**config.mk**
```make
export PLATFORM = sky130hd
export DESIGN_NAME = cfg_integrity_guard
export DESIGN_NICKNAME = d
export VERILOG_FILES = /design/src/rtl/cig_pkg.sv /design/src/rtl/cig_crc_scan.sv /design/src/rtl/cig_mirror_cmp.sv /design/src/rtl/cig_strap_watch.sv /design/src/rtl/cfg_integrity_guard.sv
export SDC_FILE = /design/constraint.sdc
export NUM_CORES = 1
export LEC_CHECK = 0
export BUFFER_PORTS_ARGS = -buffer_cell sky130_fd_sc_hd__buf_2
export CORE_AREA = 2 2 78 80
export DETAILED_ROUTE_END_ITERATION = 16
export DIE_AREA = 0 0 80 82
export PLACE_DENSITY = 0.92
export SYNTH_ARGS = -nofsm -noshare
export SYNTH_HDL_FRONTEND = slang
export SYNTH_SLANG_ARGS = --single-unit
```
**constraint.sdc**
```tcl
create_clock -name clk -period 2.9 [get_ports clk]
set_input_delay 0.29 -clock clk [delete_from_list [all_inputs] [get_ports clk]]
set_output_delay 0.29 -clock clk [all_outputs]
set_load 0.03 [all_outputs]
```
**src/rtl/cig_pkg.sv**
```systemverilog
package cig_pkg;

  typedef enum logic [2:0] {
    CAUSE_NONE   = 3'd0,
    CAUSE_MIRROR = 3'd1,
    CAUSE_CRC    = 3'd2,
    CAUSE_STRAP  = 3'd3,
    CAUSE_GAIN   = 3'd4
  } cause_e;

  localparam logic [7:0] CRC_POLY = 8'h07;
  localparam logic [7:0] CRC_SEED = 8'hFF;

  // Fold one byte into a running CRC-8, most significant bit first.
  function automatic logic [7:0] crc8_fold(input logic [7:0] acc, input logic [7:0] data);
    logic [7:0] c;
    c = acc ^ data;
    for (int b = 0; b < 8; b++) begin
      c = c[7] ? ((c << 1) ^ CRC_POLY) : (c << 1);
    end
    return c;
  endfunction

endpackage

```
**src/rtl/cig_crc_scan.sv**
```systemverilog
module cig_crc_scan #(
  parameter int NUM_REGS = 8
) (
  input  logic                  clk,
  input  logic                  rst_n,
  input  logic [8*NUM_REGS-1:0] cfg_bank,
  input  logic [7:0]            crc_expected,
  output logic                  crc_err
);
  import cig_pkg::*;

  localparam int IDX_W = (NUM_REGS > 1) ? $clog2(NUM_REGS) : 1;
  localparam logic [IDX_W-1:0] LAST_IDX = IDX_W'(NUM_REGS - 1);

  logic [IDX_W-1:0] idx_q, idx_d;
  logic [7:0]       acc_q, acc_d;
  logic             err_q, err_d;
  logic [7:0]       cur_byte, seed, folded;
  logic             at_last;

  always_comb begin
    cur_byte = cfg_bank[int'(idx_q)*8 +: 8];
    seed     = (idx_q == '0) ? CRC_SEED : acc_q;
    folded   = crc8_fold(seed, cur_byte);
    at_last  = (idx_q == LAST_IDX);
    idx_d    = at_last ? '0 : idx_q + 1'b1;
    acc_d    = folded;
    err_d    = at_last ? (folded != crc_expected) : err_q;
  end

  always_ff @(posedge clk or negedge rst_n) begin
    if (!rst_n) begin
      idx_q <= '0;
      acc_q <= '0;
      err_q <= 1'b0;
    end else begin
      idx_q <= idx_d;
      acc_q <= acc_d;
      err_q <= err_d;
    end
  end

  assign crc_err = err_q;

  // byte pointer never leaves the bank
  a_r1_idx_in_range: assert property (@(posedge clk) disable iff (!rst_n)
    idx_q <= LAST_IDX);

  // the verdict only changes when a pass wraps
  a_r1_verdict_at_wrap: assert property (@(posedge clk) disable iff (!rst_n)
    (idx_q != '0) |-> $stable(err_q));

endmodule

```
**src/rtl/cig_mirror_cmp.sv**
```systemverilog
module cig_mirror_cmp #(
  parameter int NUM_REGS = 8
) (
  input  logic                  clk,
  input  logic                  rst_n,
  input  logic [8*NUM_REGS-1:0] cfg_bank,
  input  logic [8*NUM_REGS-1:0] shadow_bank,
  output logic                  mirror_err
);
  logic [NUM_REGS-1:0] byte_diff;
  logic                err_q, err_d;

  for (genvar i = 0; i < NUM_REGS; i++) begin : g_cmp
    assign byte_diff[i] = (cfg_bank[8*i +: 8] != shadow_bank[8*i +: 8]);
  end

  always_comb err_d = |byte_diff;

  always_ff @(posedge clk or negedge rst_n) begin
    if (!rst_n) err_q <= 1'b0;
    else        err_q <= err_d;
  end

  assign mirror_err = err_q;

  // a mismatch is flagged on the very next edge
  a_r2_mirror_next_edge: assert property (@(posedge clk) disable iff (!rst_n)
    (cfg_bank != shadow_bank) |=> mirror_err);

endmodule

```
**src/rtl/cig_strap_watch.sv**
```systemverilog
module cig_strap_watch #(
  parameter int NUM_TEST_STRAPS = 2,
  parameter int DEGLITCH_CYCLES = 16
) (
  input  logic                       clk,
  input  logic                       rst_n,
  input  logic [NUM_TEST_STRAPS-1:0] strap_test,
  input  logic                       strap_gain,
  input  logic                       init_done,
  output logic                       test_err,
  output logic                       gain_err
);
  localparam int PINS  = NUM_TEST_STRAPS + 1;
  localparam int GAIN  = NUM_TEST_STRAPS;
  localparam int CNT_W = $clog2(DEGLITCH_CYCLES + 1);
  localparam logic [CNT_W-1:0] CNT_MAX = CNT_W'(DEGLITCH_CYCLES);

  logic [PINS-1:0]  sync1_q, sync2_q, cap_q, cap_d, mism;
  logic             armed_q, armed_d, capture_en;
  logic             test_err_q, test_err_d;
  logic [CNT_W-1:0] cnt_q, cnt_d;

  // two-flop synchronizer per pin
  for (genvar p = 0; p < PINS; p++) begin : g_sync
    logic pin_raw;
    if (p == GAIN) begin : g_gain
      assign pin_raw = strap_gain;
    end else begin : g_test
      assign pin_raw = strap_test[p];
    end
    always_ff @(posedge clk or negedge rst_n) begin
      if (!rst_n) begin
        sync1_q[p] <= 1'b0;
        sync2_q[p] <= 1'b0;
      end else begin
        sync1_q[p] <= pin_raw;
        sync2_q[p] <= sync1_q[p];
      end
    end
  end

  always_comb begin
    capture_en = init_done && !armed_q;
    armed_d    = armed_q || init_done;
    cap_d      = capture_en ? sync2_q : cap_q;
    mism       = sync2_q ^ cap_q;
    test_err_d = armed_q && (|mism[NUM_TEST_STRAPS-1:0]);
    if (!(armed_q && mism[GAIN]))  cnt_d = '0;
    else if (cnt_q == CNT_MAX)     cnt_d = cnt_q;
    else                           cnt_d = cnt_q + 1'b1;
  end

  always_ff @(posedge clk or negedge rst_n) begin
    if (!rst_n) begin
      armed_q    <= 1'b0;
      cap_q      <= '0;
      test_err_q <= 1'b0;
      cnt_q      <= '0;
    end else begin
      armed_q    <= armed_d;
      if (capture_en) cap_q <= cap_d;
      test_err_q <= test_err_d;
      cnt_q      <= cnt_d;
    end
  end

  assign test_err = test_err_q;
  assign gain_err = (cnt_q == CNT_MAX);

  // the filter counter saturates at the de-glitch length
  a_r4_cnt_bounded: assert property (@(posedge clk) disable iff (!rst_n)
    cnt_q <= CNT_MAX);

  // a gain fault implies the mismatch was present on the previous cycle
  a_r4_gain_persisted: assert property (@(posedge clk) disable iff (!rst_n)
    $rose(gain_err) |-> $past(armed_q && mism[GAIN]));

  // capture happens once; the stored levels never move afterwards
  a_r5_capture_once: assert property (@(posedge clk) disable iff (!rst_n)
    armed_q |=> $stable(cap_q));

endmodule

```
**src/rtl/cfg_integrity_guard.sv**
```systemverilog
module cfg_integrity_guard #(
  parameter int NUM_REGS        = 8,
  parameter int NUM_TEST_STRAPS = 2,
  parameter int DEGLITCH_CYCLES = 16
) (
  input  logic                       clk,
  input  logic                       rst_n,
  input  logic [8*NUM_REGS-1:0]      cfg_bank,
  input  logic [8*NUM_REGS-1:0]      shadow_bank,
  input  logic [7:0]                 crc_expected,
  input  logic [NUM_TEST_STRAPS-1:0] strap_test,
  input  logic                       strap_gain,
  input  logic                       init_done,
  output logic                       disable_req,
  output logic [2:0]                 fault_cause
);
  import cig_pkg::*;

  logic   rst_meta_q, rst_sync_q;
  logic   crc_err, mirror_err, test_err, gain_err;
  cause_e cause_q, cause_d;

  // asynchronous assert, synchronous release
  always_ff @(posedge clk or negedge rst_n) begin
    if (!rst_n) begin
      rst_meta_q <= 1'b0;
      rst_sync_q <= 1'b0;
    end else begin
      rst_meta_q <= 1'b1;
      rst_sync_q <= rst_meta_q;
    end
  end

  cig_crc_scan #(.NUM_REGS(NUM_REGS)) u_crc (
    .clk          (clk),
    .rst_n        (rst_sync_q),
    .cfg_bank     (cfg_bank),
    .crc_expected (crc_expected),
    .crc_err      (crc_err)
  );

  cig_mirror_cmp #(.NUM_REGS(NUM_REGS)) u_mirror (
    .clk         (clk),
    .rst_n       (rst_sync_q),
    .cfg_bank    (cfg_bank),
    .shadow_bank (shadow_bank),
    .mirror_err  (mirror_err)
  );

  cig_strap_watch #(
    .NUM_TEST_STRAPS (NUM_TEST_STRAPS),
    .DEGLITCH_CYCLES (DEGLITCH_CYCLES)
  ) u_strap (
    .clk        (clk),
    .rst_n      (rst_sync_q),
    .strap_test (strap_test),
    .strap_gain (strap_gain),
    .init_done  (init_done),
    .test_err   (test_err),
    .gain_err   (gain_err)
  );

  always_comb begin
    cause_d = cause_q;
    if (cause_q == CAUSE_NONE) begin
      if      (mirror_err) cause_d = CAUSE_MIRROR;
      else if (crc_err)    cause_d = CAUSE_CRC;
      else if (test_err)   cause_d = CAUSE_STRAP;
      else if (gain_err)   cause_d = CAUSE_GAIN;
    end
  end

  always_ff @(posedge clk or negedge rst_sync_q) begin
    if (!rst_sync_q) cause_q <= CAUSE_NONE;
    else if (cause_q == CAUSE_NONE) cause_q <= cause_d;
  end

  assign fault_cause = cause_q;
  assign disable_req = (cause_q != CAUSE_NONE);

  // once raised, the request and its cause are frozen
  a_r7_sticky: assert property (@(posedge clk) disable iff (!rst_sync_q)
    disable_req |=> (disable_req && $stable(fault_cause)));

  // mirror mismatch reaches the request two edges later
  a_r2_mirror_to_req: assert property (@(posedge clk) disable iff (!rst_sync_q)
    (cfg_bank != shadow_bank) |=> ##1 disable_req);

  // a new request carries the highest-priority pending cause
  a_r6_priority: assert property (@(posedge clk) disable iff (!rst_sync_q)
    $rose(disable_req) |-> (($past(mirror_err) && fault_cause == 3'd1) ||
                            (!$past(mirror_err) && $past(crc_err) && fault_cause == 3'd2) ||
                            (!$past(mirror_err) && !$past(crc_err) && $past(test_err) && fault_cause == 3'd3) ||
                            (!$past(mirror_err) && !$past(crc_err) && !$past(test_err) && fault_cause == 3'd4)));

  // only defined cause codes appear
  a_r8_code_legal: assert property (@(posedge clk) disable iff (!rst_sync_q)
    fault_cause <= 3'd4);

endmodule

```
## Word-level counts from Yosys, hierarchy flattened

Cells that the tools add are included.
W data, S select, Z words.

- Register bits: 34
- Input bits: 142
- Output and inout port bits: 4
- Logic and storage cells: 70

- Add/subtract/negate cells: 2
- Eq/ne operators: 12
- Shifts and indexed selects: 1
- Mux-type cells: 16
- Bitwise gates (word level): 10
- Reduce and logical (&&, ||, !) cells: 12

Operator list:

| kind | number |
|---|---|
| $ne A8 B8 Y1 | 9 |
| $shiftx A64 B7 Y8 | 1 |
| $mux W3 | 13 |
| $not A3 Y3 | 8 |
| $mux W5 | 2 |
| $mux W8 | 1 |
| $reduce_or A8 Y1 | 1 |
| $xor A8 B8 Y8 | 1 |
| $logic_not A3 Y1 | 2 |
| $add A5 B1 Y5 const B | 1 |
| $eq A5 B5 Y1 const B | 1 |
| $reduce_bool A4 Y1 | 1 |
| $add A3 B1 Y3 const B | 1 |
| $eq A3 B3 Y1 const B | 1 |
| $logic_and A1 B1 Y1 | 3 |
| $reduce_bool A3 Y1 | 1 |
| $xor A3 B3 Y3 | 1 |
| $ne A2 B2 Y1 const B | 1 |
| $reduce_and A2 Y1 | 1 |
| $reduce_or A2 Y1 | 1 |
| $logic_not A1 Y1 | 1 |
| $logic_or A1 B1 Y1 | 1 |

## Depth between registers and ports, before layout

Gate-level depths: netlist of the first run.

- Depth after elaboration: 20
- Gate-level depth with buffers: 12
- Depth with buffers taken out: 10

## Hierarchy

From an unflattened synthesis of the first run, not the netlist that was laid out.

- Cell total of the unflattened synthesis: 248
- Area total of the unflattened synthesis: 2862.7 sq um

Modules (own cells, without submodules):

| module | instances | cells an instance | area each (sq um) | seq. area each (sq um) |
|---|---|---|---|---|
| cig_crc_scan | 1 | 103 | 1345.0 | 300.3 |
| cig_mirror_cmp | 1 | 86 | 716.9 | 25.0 |
| cig_strap_watch | 1 | 44 | 609.3 | 400.4 |
| cfg_integrity_guard | 1 | 15 | 191.4 | 125.1 |

## Least setup slack after synthesis of the first run

Ideal clock, no wire load.

- Path kind: reg-to-reg
- From: register u_crc.idx_q[1]
- To: register u_crc.err_q, in the netlist u_crc.crc_err
- Library setup time: 0.138 ns
- Data arrival time: 2.432 ns
- Data required time: 2.762 ns
- Path slack: 0.330 ns
- Cell stages (with the launch flop): 13
- Path buffers: 2
- Clock period less this slack: 2.570 ns
- Path through: dfrtp_1 buf_2 buf_2 inv_1 ha_1 nor2b_1 nor2_1 xnor2_4 xnor2_2 xor2_1 nor3b_1 o22a_1 a41oi_2

- Word-level cells in the longest chain between the ends: 9
- Elaborated cells on any way between the ends: 22
- Those cells by class: 2 x eq/ne; 1 x shift; 9 x mux; 9 x bitwise; 1 x reduce/logical

Ends and longest elaborated chain:

| what | RTL line | RTL |
|---|---|---|
| start, declared | cig_crc_scan.sv:15 | `logic [IDX_W-1:0] idx_q, idx_d;` |
| start signal, assigned | cig_crc_scan.sv:37 | `idx_q <= idx_d;` |
| branches (longest 9 deep; another with $shiftx A64 B7 Y8) | -- |  |
| end signal, assigned | cig_crc_scan.sv:39 | `err_q <= err_d;` |
| end, declared | cig_crc_scan.sv:17 | `logic err_q, err_d;` |

Parallel ways; which one is timed is not known.
A chain may end at the register's enable or synchronous reset.

## Worst setup path in the final report of the first run

- From: register u_crc.idx_q[0]
- To: register u_crc.err_q, in the netlist u_crc.crc_err

Same word-level chain as after synthesis.

==> parameters.txt, run 1 <==
Parameter                              Value

Critical path
  Buf+Inv Stages, Crit Path ... 2
  Highest fanout seen on the critical path ... 21
  Worst setup startpoint ... u_crc.idx_q[0]
  WS Path Type ... reg -> reg
  Largest delay share family, worst path ... simple AND/OR/NAND/NOR gates
  Slowest cell on the critical path ... xnor2_1
  Worst r2r path cells ... 10
  CP endpoint kind ... flip-flop
  Critical register-to-register path startpoint ... u_crc.idx_q[0]
  Required time of the critical path ... 3.06 ns
  Reg-to-Reg End ... u_crc.crc_err
  Cell-by-cell trace of the critical path ... buf_12 > inv_1 > ha_1 > nor2b_1 > nor2_1 > xnor2_1 > xnor2_1 > or3_1 > a21oi_1 > a41oi_2
  CP Depth ... 10
  Worst Setup Start Kind ... flip-flop
  Crit-path most repeated cell ... xnor2_1
  R2R Setup Slk ... 0.27 ns
  Data arrival time of the worst path ... 2.79 ns
  Worst stage delay on the critical path ... 0.41 ns
  Critical path capture point ... u_crc.crc_err

Finish
  P&R area growth vs syn ... 35.82%
  Most frequent standard cell in the layout excluding fill and tap cells ... buf_2
  Fin nets ... 557
  Ratio of cells with drive above 1 in the final layout ... 45.01%
  # diodes ... 0
  Final non-filler cell total ... 486
  FILL cells ... 485
  Highest-count cells in the layout ignoring fill and taps ... buf_2, xor2_1, xnor2_1

Timing
  Actual slew at the worst max-slew pin ... 0.8613 ns
  Final period utilization ... 90.77%
  Setup TNS ... 0 ns
  Timing-limited maximum frequency ... 0.3799 GHz
  Crit path time final ... 2.632 ns
  Setup skew after layout ... 0.006443 ns
  Final setup violating endpoints ... 0
  Setup repair after global routing missed its margin ... false
  Final hold violations ... 0
  Max-slew violation total from the final report ... 0
  Relative max-transition margin ... 41.80%
  Worst hold margin ... 0.1118 ns

Power
  Leakage component of the power ... 0.001735 uW
  Power density of the placed cells ... 396.9 mW/mm^2
  IR drop worst, VDD ... 0.2842 mV

Routing
  Routed wire length per instance ... 16.63 um
  Uppermost routed layer ... met4
  Remaining DRCs ... 0
  Average via count per standard cell ... 5.150
  Met1 Wirelength ... 3427 um
  Total via count in the routed design ... 2503
  Total wire length ... 8080 um
  Detailed-routed wire length on met3 ... 402 um
  First-iteration detailed-routing DRC count ... 133
  Antenna violation net count after detailed routing ... 0
  Drt first pass iters ... 4
  Detailed route wirelength on metal2 ... 4068 um

Global routing
  Maximum number of pins on one net before global-route repair ... 33
  Global Route Usage Sum ... 26.54%
  Total congestion overflow ... 0
  Global-route wire length before repair ... 13170 um
  Number of global-route vias before repair ... 2738
  Antenna violations before repair ... 0

Clock tree
  CTS Buf Count ... 5
  H-tree lvl count ... 2
  Setup fix buffers added after clock tree synthesis ... 0
  Number of clock sinks seen by CTS ... 34
  Clk_lat worst skew ... 0.28 ns
  Largest buffer count on any clock path ... 2
  Clock transition at path regs ... 0.07 ns
  Clock tree root buffer cell ... clkbuf_8
  CTS tree ... built

Die
  Area of the placeable core ... 0.005746 mm^2
  Vertical die dimension ... 82 um
  Num ports ... 146
  Initial standard-cell utilization of the core ... 48.52%
  Chip Width ... 80 um
  Total number of placement rows ... 28
  Overall die area ... 0.006560 mm^2

Yosys
  Count of synthesis-stage warnings from yosys ... 0
  Fraction of synthesis flops using an asynchronous set or reset pin ... 100.0%
  Dominant synthesized flop cell ... dfrtp_1
  Syn Area/Cell ... 10.89 um^2
  Post-synthesis cell count ... 256
  Synthesized flop and latch total ... 34
  Post-synthesis sequential area ratio ... 30.52%
  Number of distinct library cells after synthesis ... 41
  Number of synthesized flops with an enable pin ... 0
  Total nets after synthesis ... 403
  Area of the mapped netlist ... 0.002788 mm^2

Hold path
  Number of stages on the worst hold path ... 1
  Worst Min Path Start ... strap_test[1]
  Hold Crit Class ... in -> reg

Placed design
  Final weighted congestion of routability-driven global placement ... 1.024
  DP Wirelength ... 6971 um
  Number of I/O port buffers ... 145
  Post-placement cell count ... 477

Run status
  Result of the run ... completed

Job
  Total of max-cap violations ... 0
## per-stage QoR
| stage | power, uW | util (%) | setup slack [ns] | cell area, um^2 |
|---|---|---|---|---|
| 4_1_cts | 1504 | 65.77 | 0.2602 | 3779 |
| 5_1_grt | 1582 | 65.90 | 0.003450 | 3786 |
| 3_3_place_gp | 975.8 | 63.20 | 0.3961 | 3631 |
| 3_5_place_dp | 981.3 | 63.20 | 0.2890 | 3631 |
| 6_report | 1503 | 65.90 | 0.2678 | 3786 |
| 2_1_floorplan | 795.8 | - | 0.3305 | 2788 |
## metal layers
| metal | vias to the layer above | GRT usage (%) |
|---|---|---|
| met5 | - | 0 |
| met4 | 0 | 6.949 |
| met3 | 19 | 4.505 |
| met2 | 103 | 46.42 |
| met1 | 1171 | 34.28 |
| li1 | 1210 | - |
## layout make-up
type	instances	area [um^2]	area share, %
Multi-Input combinational cell	206	1869	49.37
Clock buffer	5	68.82	1.818
Clock inverter	3	68.82	1.818
Inverter	11	41.29	1.091
Timing Repair Buffer	152	793.3	20.95
Tap cell	75	93.84	2.479
Sequential cell	34	850.8	22.47
## cell usage after synthesis, types with 2 or more instances
master / number / area, um^2
nand2_1: 6 / 22.52
ha_1: 5 / 62.56
or3_1: 2 / 12.51
nor2b_1: 2 / 12.51
nor4_1: 10 / 62.56
a21oi_1: 2 / 10.01
xor2_1: 53 / 464.2
mux2_2: 3 / 33.78
nand4_1: 10 / 62.56
xnor2_1: 43 / 376.6
dfrtp_1: 34 / 850.8
inv_1: 11 / 41.29
o31ai_1: 2 / 15.01
nor2_1: 20 / 75.07
nand3_1: 4 / 20.02
mux2i_1: 8 / 80.08
buf_2: 3 / 15.01
mux4_2: 15 / 337.8
## worst min-delay path by stage
stage / endpoint / slack (ns)
after floorplan: rst_meta_q / -0.006
after global placement: rst_sync_q / 0.07
after detailed placement: rst_sync_q / 0.08
after CTS: u_strap.sync1_q[1] / 0.11
after global routing: u_strap.sync1_q[2] / 0.1
final: u_strap.sync1_q[1] / 0.11
## sequential cells by signal, indices dropped and copies added, names as in the netlist
| register | flops |
|---|---|
| fault_cause | 3 |
| rst_meta_q | 1 |
| rst_sync_q | 1 |
| u_crc.acc_q | 8 |
| u_crc.crc_err | 1 |
| u_crc.idx_q | 3 |
| u_mirror.mirror_err | 1 |
| u_strap.armed_q | 1 |
| u_strap.cap_q | 3 |
| u_strap.cnt_q | 5 |
| u_strap.sync1_q | 3 |
| u_strap.sync2_q | 3 |
| u_strap.test_err | 1 |
## cell families after synthesis
group                      share of synthesized area (%)
adders and majority gates                          2.244
xor gates and xnor gates                           31.73
muxes                                              17.50
other                                             0.1345
DFF                                                30.52
buffers and inverters                              2.693
AOI/OAI and AO/OA                                  4.534
and+or+nand+nor                                    10.64
## what timing repair did
action | CTS | global route
resized for setup | 0 | 1
hold buffers | 1 | 0
endpoints found under the hold margin | 2 | 0
setup endpoints to repair | 0 | 1
## report_power, final
| group | switching (uW) | total (uW) | internal (uW) | leakage (uW) |
|---|---|---|---|---|
| logic | 185 | 391 | 206 | 0.00126 |
| registers | 47.5 | 591 | 544 | 0.000405 |
| clock network | 176 | 520 | 344 | 0.0000683 |
(Power assumes the default switching activity.)
==> inputs of run 2 (changes only) <==
Settings changed: CAP_MARGIN set to 20, CORE_AREA 2 2 78 80 to 2 2 77 79, CTS_BUF_LIST set to sky130_fd_sc_hd__clkbuf_8, DIE_AREA 0 0 80 82 to 0 0 79 81, PLACE_DENSITY 0.92 to 0.94.
==> run 2 against run 1 <==
Effect of this change: clock power down 32%; power fell by 10%; via count grew 0.56%; fmax shrank 3.0%; clock skew fell by 0.0027 ns; setup slack worse by 0.080 ns; cell count increased by 0.21%; sequential power rose by 1%; highest routed layer unchanged.
==> parameters.txt, run 2 (same netlist as run 1, synthesis figures left out) <==
Parameter                              Value

Hold path
  Hold Crit Class ... in -> reg
  Worst Min Path Start ... strap_test[1]

Clock tree
  CTS Buf Count ... 5 (unchanged)
  CTS tree ... built
  Clock tree root buffer cell ... clkbuf_8
  H-tree lvl count ... 2 (unchanged)
  Clock transition at path regs ... 0.07 ns (about the same)
  Clk_lat worst skew ... 0.28 ns (about the same)
  Largest buffer count on any clock path ... 2 (unchanged)
  Number of clock sinks seen by CTS ... 34 (unchanged)

Critical path
  Largest delay share family, worst path ... simple AND/OR/NAND/NOR gates
  Cell-by-cell trace of the critical path ... buf_12 > inv_1 > ha_1 > nor2b_1 > nor2_1 > xnor2_1 > xnor2_1 > or3_1 > a21oi_1 > a41oi_2
  Worst stage delay on the critical path ... 0.43 ns (+0.02 ns)
  Crit-path most repeated cell ... xnor2_1
  WS Path Type ... reg -> reg
  Worst Setup Start Kind ... flip-flop
  Data arrival time of the worst path ... 2.86 ns (+0.07 ns)
  Worst setup startpoint ... u_crc.idx_q[0]
  Critical register-to-register path startpoint ... u_crc.idx_q[0]
  CP endpoint kind ... flip-flop
  Buf+Inv Stages, Crit Path ... 2 (unchanged)
  Slowest cell on the critical path ... xnor2_1
  Highest fanout seen on the critical path ... 21 (unchanged)
  Required time of the critical path ... 3.05 ns (about the same)
  R2R Setup Slk ... 0.19 ns (-0.08 ns)

Power
  Combinational share of power ... 29.2% (+3.2 points)
  Switching power of the nets ... 406.8 uW (-0.49%)
  Total power ... 1345 uW (-10%)
  Share of power burned in the clock network ... 26.3% (-8.3 points)
  Internal power ... 938.3 uW (-14%)
  Leakage component of the power ... 0.001721 uW (-0.81%)
  Power density of the placed cells ... 357.6 mW/mm^2 (-9.9%)
  Part of the power in registers ... 44.5% (+5.1 points)
  Switch share ... 30.24% (+3.0 points)
  IR drop worst, VDD ... 0.2348 mV (-17%)

Finish
  Max reg flops ... 8 (unchanged)
  # diodes ... 0 (unchanged)
  Fin nets ... 558 (+0.18%)
  P&R area growth vs syn ... 34.92%
  Ratio of cells with drive above 1 in the final layout ... 45.63% (+0.62 points)
  Register with the highest flop count ... u_crc.acc_q
  Fraction of the core area covered by cells at the end of the flow ... 66.27% (+0.37 points)
  Highest-count cells in the layout ignoring fill and taps ... buf_2, xor2_1, xnor2_1
  Leading registers by flop count ... u_crc.acc_q: 8 flops, u_strap.cnt_q: 5 flops
  Most frequent standard cell in the layout excluding fill and tap cells ... buf_2

Global routing
  Number of global-route vias before repair ... 2643 (-3.5%)
  Total congestion overflow ... 0 (unchanged)
  Maximum number of pins on one net before global-route repair ... 33 (unchanged)
  Global Route Usage Sum ... 26.09% (-0.45 points)
  Global-route wire length before repair ... 12590 um (-4.4%)
  Antenna violations before repair ... 0 (unchanged)

Routing
  Antenna violation net count after detailed routing ... 0 (unchanged)
  Average via count per standard cell ... 5.168 (+0.35%)
  Routed wire length per instance ... 16.59 um (-0.19%)
  Total wire length ... 8081 um (about the same)
  Remaining DRCs ... 0 (unchanged)
  Total via count in the routed design ... 2517 (+0.56%)
  First-iteration detailed-routing DRC count ... 111 (-17%)
  Drt first pass iters ... 4 (unchanged)

Die
  Chip Width ... 79 um (-1.3%)
  Total number of placement rows ... 28 (unchanged)
  Initial standard-cell utilization of the core ... 49.12% (+0.60 points)
  Area of the placeable core ... 0.005675 mm^2 (-1.2%)
  Vertical die dimension ... 81 um (-1.2%)
  Num ports ... 146 (unchanged)
  Overall die area ... 0.006399 mm^2 (-2.5%)

Timing
  Final setup violating endpoints ... 0 (unchanged)
  Setup TNS ... 0 ns (unchanged)
  Setup skew after layout ... 0.003729 ns (-0.002713 ns)
  Final period utilization ... 93.53% (+2.8 points)
  Timing-limited maximum frequency ... 0.3687 GHz (-3.0%)
  Final worst setup slack ... 0.1877 ns (-0.08016 ns)
  Relative max-transition margin ... 43.77% (+2.0 points)
  Crit path time final ... 2.712 ns (+0.08016 ns)
  Actual slew at the worst max-slew pin ... 0.8320 ns (-0.02925 ns)
  Max-slew violation total from the final report ... 0 (unchanged)
  Final hold violations ... 0 (unchanged)

Run status
  Result of the run ... completed

Job
  Total of max-cap violations ... 0 (unchanged)

Placed design
  Number of I/O port buffers ... 145 (unchanged)
  Placement-stage worst setup slack ... 0.1607 ns (-0.1283 ns)
  Final weighted congestion of routability-driven global placement ... 1.035 (+1.0%)
  DP Wirelength ... 7058 um (+1.3%)
-- run 2: power groups by stage --
stage               registers (uW)  logic (uW)  clock network, uW
finish                         598         393                354
global route                   601         427                384
CTS                            595         388                365
detailed placement             602         384                  0
global placement               599         375                  0
floorplan                      590         206                  0
-- run 2: what timing repair did --
| action | CTS | global route |
|---|---|---|
| endpoints found under the setup margin | 0 | 1 |
| buffers inserted | 0 | 0 |
| hold endpoints to repair | 2 | 0 |
| gates resized for setup | 0 | 3 |
| hold buffers | 1 | 0 |
-- run 2: path summary, 6_finish.rpt --
check,endpoint,cells past startpoint
max,u_crc.crc_err,10
min,u_strap.sync1_q[1],1
max reg2reg,u_crc.crc_err,10
min reg2reg,fault_cause[0],1
max in group asynchronous,u_crc.acc_q[0],1
min in group asynchronous,fault_cause[0],1
-- run 2: through the flow --
stage,cells,hold slack (ns),instance area [um^2]
final,487,0.1173,3761
after global routing,487,0.1033,3761
after floorplan,256,-0.005591,2788
after detailed placement,478,0.08084,3638
after CTS,487,0.1094,3744
after global placement,478,0.07529,3638
-- run 2: area by class of cell --
type	instances	area [um^2]
fill	471	1914
multi-input combinational	206	1879
sequential	34	850.8
timing repair buffer	153	800.8
tap	75	93.84
clock buffer	6	82.58
inverter	11	41.29
clock inverter	2	12.51
-- run 2: worst reg2reg max path, stage by stage, from the launching register on --
cell,delay [ns]
dfrtp_1,0.40
buf_12,0.17
inv_1,0.08
ha_1,0.22
nor2b_1,0.33
nor2_1,0.10
xnor2_1,0.43
xnor2_1,0.15
or3_1,0.39
a21oi_1,0.17
a41oi_2,0.13
-- run 2: layer usage --
metal  global-route usage (%)  up-vias  wire (um)
li1                         -     1208          -
met1                    32.18     1184       3452
met2                    47.20      107       4045
met3                    4.778       18        421
met4                    7.069        0        162
met5                        0        -          0
